File: src/rtl/nco_mix_pkg.sv
package nco_mix_pkg;
  localparam int SMP_W     = 16;
  localparam int GUARD_W   = 2;
  localparam int CORE_W    = SMP_W + GUARD_W + 2;
  localparam int ANG_W     = 16;
  localparam int RES_W     = ANG_W + 2;
  localparam int GAIN_FRAC = 15;
  localparam logic signed [31:0] INV_GAIN = 32'sd19898;  // round(2^15 / 1.64676)

  typedef logic signed [SMP_W-1:0]  smp_t;
  typedef logic signed [CORE_W-1:0] core_t;
  typedef logic signed [RES_W-1:0]  res_t;

  localparam core_t SAT_HI = core_t'(2**(SMP_W-1) - 1);
  localparam core_t SAT_LO = core_t'(-(2**(SMP_W-1)));

  // atan(2^-k) in units of 2*pi/2^ANG_W
  function automatic res_t step_angle(input int k);
    case (k)
      0: return res_t'(8192);   1: return res_t'(4836);
      2: return res_t'(2555);   3: return res_t'(1297);
      4: return res_t'(651);    5: return res_t'(326);
      6: return res_t'(163);    7: return res_t'(81);
      8: return res_t'(41);     9: return res_t'(20);
      10: return res_t'(10);    11: return res_t'(5);
      12: return res_t'(3);     13: return res_t'(1);
      14: return res_t'(1);
      default: return res_t'(0);
    endcase
  endfunction

  // input times 1/K, left with GUARD_W fraction bits
  function automatic core_t prescale(input smp_t s);
    logic signed [31:0] wide;
    wide = {{(32-SMP_W){s[SMP_W-1]}}, s};
    wide = wide * INV_GAIN;
    return core_t'(wide >>> (GAIN_FRAC - GUARD_W));
  endfunction

  // drop guard bits with rounding, then clamp to the sample range
  function automatic smp_t round_sat(input core_t v);
    core_t r;
    r = (v + core_t'(1 << (GUARD_W-1))) >>> GUARD_W;
    if (r > SAT_HI) return smp_t'(SAT_HI);
    if (r < SAT_LO) return smp_t'(SAT_LO);
    return smp_t'(r);
  endfunction
endpackage

File: src/rtl/nco_regs.sv
module nco_regs
  import nco_mix_pkg::*;
#(
  parameter int ADDR_W = 7,
  parameter int ACC_W  = 32,
  parameter logic [ADDR_W-1:0] FREQ_ADDR = '0,
  parameter logic [ADDR_W-1:0] MODE_ADDR = ADDR_W'(1)
) (
  input  logic              clk,
  input  logic              rst,
  input  logic              cfg_stb,
  input  logic [ADDR_W-1:0] cfg_addr,
  input  logic [ACC_W-1:0]  cfg_data,
  output logic [ANG_W-1:0]  ang_o,
  output logic              bypass_q
);
  logic [ACC_W-1:0] phase_q;
  logic [ACC_W-1:0] freq_q;
  logic freq_hit;
  logic mode_hit;

  assign freq_hit = cfg_stb && (cfg_addr == FREQ_ADDR);
  assign mode_hit = cfg_stb && (cfg_addr == MODE_ADDR);
  assign ang_o    = phase_q[ACC_W-1 -: ANG_W];

  always_ff @(posedge clk) begin
    if (rst) begin
      phase_q  <= '0;
      freq_q   <= '0;
      bypass_q <= 1'b0;
    end else begin
      phase_q <= phase_q + freq_q;
      if (freq_hit) freq_q   <= cfg_data;
      if (mode_hit) bypass_q <= cfg_data[0];
    end
  end

  AST_FREQ_ONLY_ON_WRITE: assert property (@(posedge clk) disable iff (rst) !freq_hit |=> $stable(freq_q));
  AST_MODE_ON_WRITE: assert property (@(posedge clk) disable iff (rst) mode_hit |=> (bypass_q == $past(cfg_data[0])));
  AST_PHASE_FROZEN: assert property (@(posedge clk) disable iff (rst) (freq_q == '0) |=> $stable(phase_q));
endmodule

File: src/rtl/cordic_pipe.sv
module cordic_pipe
  import nco_mix_pkg::*;
#(
  parameter int STAGES = 16
) (
  input  logic             clk,
  input  logic             rst,
  input  smp_t             x_in,
  input  logic [ANG_W-1:0] ang_in,
  output core_t            x_out,
  output core_t            y_out
);
  localparam res_t RES_BOUND = step_angle(STAGES-1) + res_t'(STAGES);

  core_t xs [0:STAGES];
  core_t ys [0:STAGES];
  res_t  zs [0:STAGES];
  core_t scaled;

  assign scaled = prescale(x_in);
  assign x_out  = xs[STAGES];
  assign y_out  = ys[STAGES];

  always_ff @(posedge clk) begin
    if (rst) begin
      for (int s = 0; s <= STAGES; s++) begin
        xs[s] <= '0;
        ys[s] <= '0;
        zs[s] <= '0;
      end
    end else begin
      // quarter-turn pre-rotation from the two top phase bits
      case (ang_in[ANG_W-1 -: 2])
        2'b00: begin xs[0] <= scaled;  ys[0] <= '0;      end
        2'b01: begin xs[0] <= '0;      ys[0] <= scaled;  end
        2'b10: begin xs[0] <= -scaled; ys[0] <= '0;      end
        default: begin xs[0] <= '0;    ys[0] <= -scaled; end
      endcase
      zs[0] <= res_t'(ang_in[ANG_W-3:0]);
      for (int s = 0; s < STAGES; s++) begin
        if (!zs[s][RES_W-1]) begin
          xs[s+1] <= xs[s] - (ys[s] >>> s);
          ys[s+1] <= ys[s] + (xs[s] >>> s);
          zs[s+1] <= zs[s] - step_angle(s);
        end else begin
          xs[s+1] <= xs[s] + (ys[s] >>> s);
          ys[s+1] <= ys[s] - (xs[s] >>> s);
          zs[s+1] <= zs[s] + step_angle(s);
        end
      end
    end
  end

  for (genvar g = 0; g < STAGES; g++) begin : g_chk
    AST_ZERO_STAYS: assert property (@(posedge clk) disable iff (rst) (xs[g] == '0 && ys[g] == '0) |=> (xs[g+1] == '0 && ys[g+1] == '0));
  end
  AST_ANGLE_CONVERGED: assert property (@(posedge clk) disable iff (rst) (zs[STAGES] <= RES_BOUND) && (zs[STAGES] >= -RES_BOUND));
endmodule

File: src/rtl/tap_delay.sv
module tap_delay #(
  parameter int W     = 33,
  parameter int DEPTH = 17
) (
  input  logic         clk,
  input  logic         rst,
  input  logic [W-1:0] d,
  output logic [W-1:0] q
);
  logic [W-1:0] taps [0:DEPTH-1];

  always_ff @(posedge clk) begin
    if (rst) begin
      for (int k = 0; k < DEPTH; k++) taps[k] <= '0;
    end else begin
      taps[0] <= d;
      for (int k = 1; k < DEPTH; k++) taps[k] <= taps[k-1];
    end
  end

  assign q = taps[DEPTH-1];
endmodule

File: src/rtl/nco_cordic_mixer.sv
module nco_cordic_mixer
  import nco_mix_pkg::*;
#(
  parameter int STAGES = 16,
  parameter int ADDR_W = 7,
  parameter int ACC_W  = 32,
  parameter logic [ADDR_W-1:0] FREQ_ADDR = '0,
  parameter logic [ADDR_W-1:0] MODE_ADDR = ADDR_W'(1)
) (
  input  logic                    clk,
  input  logic                    rst,
  input  logic                    cfg_stb,
  input  logic [ADDR_W-1:0]       cfg_addr,
  input  logic [ACC_W-1:0]        cfg_data,
  input  logic signed [SMP_W-1:0] x_in,
  input  logic signed [SMP_W-1:0] i_in,
  input  logic signed [SMP_W-1:0] q_in,
  output logic signed [SMP_W-1:0] i_out,
  output logic signed [SMP_W-1:0] q_out
);
  localparam int LAT    = STAGES + 1;
  localparam int PASS_W = 1 + 2*SMP_W;

  logic [ANG_W-1:0]  ang;
  logic              bypass_q;
  core_t             rot_x, rot_y;
  smp_t              rot_i, rot_q;
  logic [PASS_W-1:0] pass_d, pass_q;
  logic              pass_bp;
  smp_t              pass_i, pass_q_s;

  nco_regs #(
    .ADDR_W(ADDR_W), .ACC_W(ACC_W), .FREQ_ADDR(FREQ_ADDR), .MODE_ADDR(MODE_ADDR)
  ) u_regs (
    .clk(clk), .rst(rst), .cfg_stb(cfg_stb), .cfg_addr(cfg_addr),
    .cfg_data(cfg_data), .ang_o(ang), .bypass_q(bypass_q)
  );

  cordic_pipe #(.STAGES(STAGES)) u_rot (
    .clk(clk), .rst(rst), .x_in(x_in), .ang_in(ang),
    .x_out(rot_x), .y_out(rot_y)
  );

  // bypass data and the per-sample mode bit ride a matching delay line
  assign pass_d = {bypass_q, i_in, q_in};

  tap_delay #(.W(PASS_W), .DEPTH(LAT)) u_pass (
    .clk(clk), .rst(rst), .d(pass_d), .q(pass_q)
  );

  assign pass_bp  = pass_q[PASS_W-1];
  assign pass_i   = pass_q[2*SMP_W-1 -: SMP_W];
  assign pass_q_s = pass_q[SMP_W-1:0];
  assign rot_i    = round_sat(rot_x);
  assign rot_q    = round_sat(rot_y);
  assign i_out    = pass_bp ? pass_i   : rot_i;
  assign q_out    = pass_bp ? pass_q_s : rot_q;

  AST_RESET_OUT: assert property (@(posedge clk) disable iff (rst) $past(rst) |-> (i_out == '0 && q_out == '0));
endmodule

File: config.mk
export PLATFORM = sky130hd
export DESIGN_NAME = nco_cordic_mixer
export DESIGN_NICKNAME = d
export VERILOG_FILES = /design/src/rtl/nco_mix_pkg.sv /design/src/rtl/nco_regs.sv /design/src/rtl/cordic_pipe.sv /design/src/rtl/tap_delay.sv /design/src/rtl/nco_cordic_mixer.sv
export SDC_FILE = /design/constraint.sdc
export NUM_CORES = 2
export LEC_CHECK = 0
export BUFFER_PORTS_ARGS = -buffer_cell sky130_fd_sc_hd__buf_2
export CORE_MARGIN = 1
export CORE_UTILIZATION = 45
export DETAILED_ROUTE_END_ITERATION = 10
export GPL_ROUTABILITY_DRIVEN = 0
export RECOVER_POWER = 25
export SYNTH_ARGS = -nofsm -noshare
export SYNTH_HDL_FRONTEND = slang
export SYNTH_SLANG_ARGS = --single-unit
File: constraint.sdc
create_clock -name clk -period 9.2 [get_ports clk]
set_input_delay 1.84 -clock clk [delete_from_list [all_inputs] [get_ports clk]]
set_output_delay 1.84 -clock clk [all_outputs]
set_load 0.1 [all_outputs]
==> impl_results.md <==
* Crit end category: flip-flop
* Clk sink count at 1,566
* Initial core utilization at 0.453
* Total global routing overflow at 0
* Setup TNS at 0 ns
* Top_reg_cell synth: edfxtp_1
* Seq/Total Area, Yosys at 0.404
* Vias in the first global route at 73,177
* Final WL at 230,000 um
* Pre-CTS setup slack at 0.726 ns
* Critical path required time at 9.75 ns
* FP Rows at 173
* Post-synthesis async set-or-reset flop share at 0
* CTS Hold Bufs at 0
* Layout cells sized above 1 at 0.0483
* WL/cell at 15.8 um
* Post-CTS Resized at 0
* Pin count of the biggest net entering global routing at 183
* Layout area overhead at 13.2%
* Filler Cell Count at 20,601
* Cells after Synth at 10,439
* Fin cells at 14,573
* Clk_skew at 0.0702 ns
* Worst-Margin Slew at 3.49 ns
* GR Util All Layers at 0.202
* Initial antenna violation count at 11
* CP startpoint kind: primary input
* Placed Cells at 14,240
* Clock latency on the worst-skew pair at 0.86 ns
* Core Box Area at 222,000 um^2
* Setup CP Type: in -> reg
* Die area at 226,000 um^2
* Reg clk slew, reported paths at 0.06 ns
* Avg Cell Area, Syn at 9.65 um^2
* Number of synthesized register bits at 1,566
* Die X at 475 um
* CTS root buf: clkbuf_16
* Mapped Area at 101,000 um^2
* Rel. slew slack at -1.33
* First-pass GRT wire length at 372,000 um
* Final hold violations at 0
* CP max stage delay at 0.91 ns
* Fmax at 126 MHz
* Final worst-path cycle share at 0.864
* Number of DRC markers in iteration 0 at 4,010
* Min setup slack post-route at 1.25 ns
* Post-layout util at 0.513
* Critical-path top delay cell: inv_1
* CTS H-tree depth at 4
* Hold Path Class: reg -> reg
* Drt first pass iters at 6
* Min Tclk post-route at 7.95 ns
* Nets@finish at 12,725
* Routed Antenna Nets at 0
* DRC Markers at 0
* CTS tree: done
* Post-synth EDFFs at 940
* CP arrival at 8.49 ns
* Hpwl dp at 177,000 um
* Post-synth cell types at 104
* I/O pins at 122
* Number of port buffers at 121
* Cell chain of the critical path: clkbuf_1 -> inv_1 -> nand2_1 -> buf_4 -> clkinv_1 -> nor2_1 -> xor2_1 -> ha_1 -> a21o_1 -> a2111oi_0 -> nor4_1 -> o31ai_1 -> o21ai_0 -> o21a_1 -> o21ai_0 -> a31oi_1 -> xnor2_1 -> nor2_1
* Final Max Slew Viols at 429
* CTS Buf Count at 177
* Ys Warns at 0
* Unrepaired setup endpoints after global routing: false
* Drt via density at 5.09
* CP max FO at 33
* Max-Cap Viols at 7
* Via Count at 74,123
* Setup violators final at 0
* Postcts setup bufs at 0
* Failing checks: capacitance limit, slew limit
* Status: finished with violations
* Clk buf depth at 3
* Multi-input logic area at 59,900 um^2
* Die height at 475 um
* FF/Latch Area at 40,800 um^2
[path summary, 6_finish.rpt]
kind	startpoint	end	slack, ns	depth (start not counted)
worst min register to register	u_pass.taps[3][45]$_SDFF_PP0_	u_pass.taps[4][12]$_SDFF_PP0_	0.38	1
worst max-delay path	rst	u_rot.xs[9][19]$_SDFFCE_PP0P_	1.25	18
worst max register to register	u_rot.zs[8][17]$_SDFFCE_PP0P_	u_rot.xs[9][19]$_SDFFCE_PP0P_	3.88	16
worst min-delay path	u_pass.taps[3][45]$_SDFF_PP0_	u_pass.taps[4][12]$_SDFF_PP0_	0.38	1
[through the flow]
stage               instance area [um^2]  hold slack, ns
finish                            114000           0.383
global route                      114000           0.403
CTS                               114000           0.378
detailed placement                108000           0.420
global placement                  108000           0.416
floorplan                         104000           0.414
[registers in the layout (all words and copies together) (netlist names)]
name / flops
u_rot.zs: 263
u_pass.taps: 561
u_rot.xs: 338
u_rot.ys: 339
u_regs.freq_q: 32
u_regs.bypass_q: 1
u_regs.phase_q: 32
[cell usage in the layout, fill, tap and decap left out, types with 120 or more instances in the layout]
cell / count
nor2_1: 1230
inv_1: 656
nor3_1: 272
o21bai_1: 142
clkbuf_16: 180
xor2_1: 412
edfxtp_1: 940
conb_1: 940
ha_1: 1037
a21oi_1: 757
fa_1: 154
a21o_1: 285
xnor2_1: 589
nand2_1: 564
dfxtp_1: 625
o21ai_0: 434
buf_2: 120
nor2b_1: 762
[layer usage]
| layer | wire, um | global-route usage |
|---|---|---|
| met4 | 7140 | 0.0697 |
| met3 | 8280 | 0.0252 |
| met5 | 0 | 0 |
| met1 | 103000 | 0.253 |
| met2 | 111000 | 0.356 |
[final cells by class]
type | count | area share
multi-input combinational | 8863 | 0.525
sequential | 1566 | 0.357
clock buffer | 243 | 0.0437
tap | 2975 | 0.0326
inverter | 663 | 0.0218
clock inverter | 86 | 0.0102
timing repair buffer | 173 | 0.00882
antenna | 4 | 0.0000878
[Yosys cell counts, types with 20 or more instances]
cell type | n | area [um^2]
nor2_1 | 1230 | 4620
ha_1 | 1037 | 13000
edfxtp_1 | 940 | 28200
nor2b_1 | 763 | 4770
a21oi_1 | 757 | 3790
inv_1 | 655 | 2460
dfxtp_1 | 626 | 12500
xnor2_1 | 589 | 5160
nand2_1 | 564 | 2120
o21ai_0 | 434 | 2170
xor2_1 | 412 | 3610
a21o_1 | 285 | 2140
nor3_1 | 272 | 1360
clkbuf_1 | 257 | 965
fa_1 | 154 | 3080
o21bai_1 | 142 | 1070
nand3_1 | 111 | 556
nand2b_1 | 106 | 663
and3_1 | 91 | 569
a211oi_1 | 82 | 616
or3_1 | 82 | 513
o31ai_1 | 74 | 556
a31oi_1 | 64 | 400
nor4_1 | 60 | 375
o21a_1 | 60 | 450
mux2_2 | 47 | 529
mux2i_1 | 40 | 400
o41ai_1 | 38 | 333
a21boi_0 | 35 | 263
a2111oi_0 | 34 | 298
a211o_1 | 33 | 289
or4_1 | 26 | 195
nand4_1 | 25 | 156
buf_1 | 22 | 82.6
o211ai_1 | 20 | 150
[cells by family (layout without fill, tap and decap cells)]
kind of cell | count (synthesis) | in the layout | share of synthesized area
AND/OR/NAND/NOR | 3445 | 3445 | 0.167
AO/OA/AOI/OAI | 2199 | 2199 | 0.137
flip-flops | 1566 | 1566 | 0.404
adder cells (fa/ha/maj) | 1191 | 1191 | 0.159
XOR/XNOR | 1001 | 1001 | 0.0870
buffers and inverters | 949 | 1165 | 0.0357
multiplexers | 87 | 87 | 0.00923
other | 1 | 944 | 0.0000372
[worst max-delay path: cells and delay by family]
kind / cells / cell delay, ns
buffers and inverters: 4 / 2.67
AND/OR/NAND/NOR: 4 / 0.85
AO/OA/AOI/OAI: 7 / 2.40
XOR/XNOR: 2 / 0.35
adder cells (fa/ha/maj): 1 / 0.28
Power is left out: the tool's default activity adds up to more than one toggle a clock period on the data nets, which glitch-free logic cannot reach.
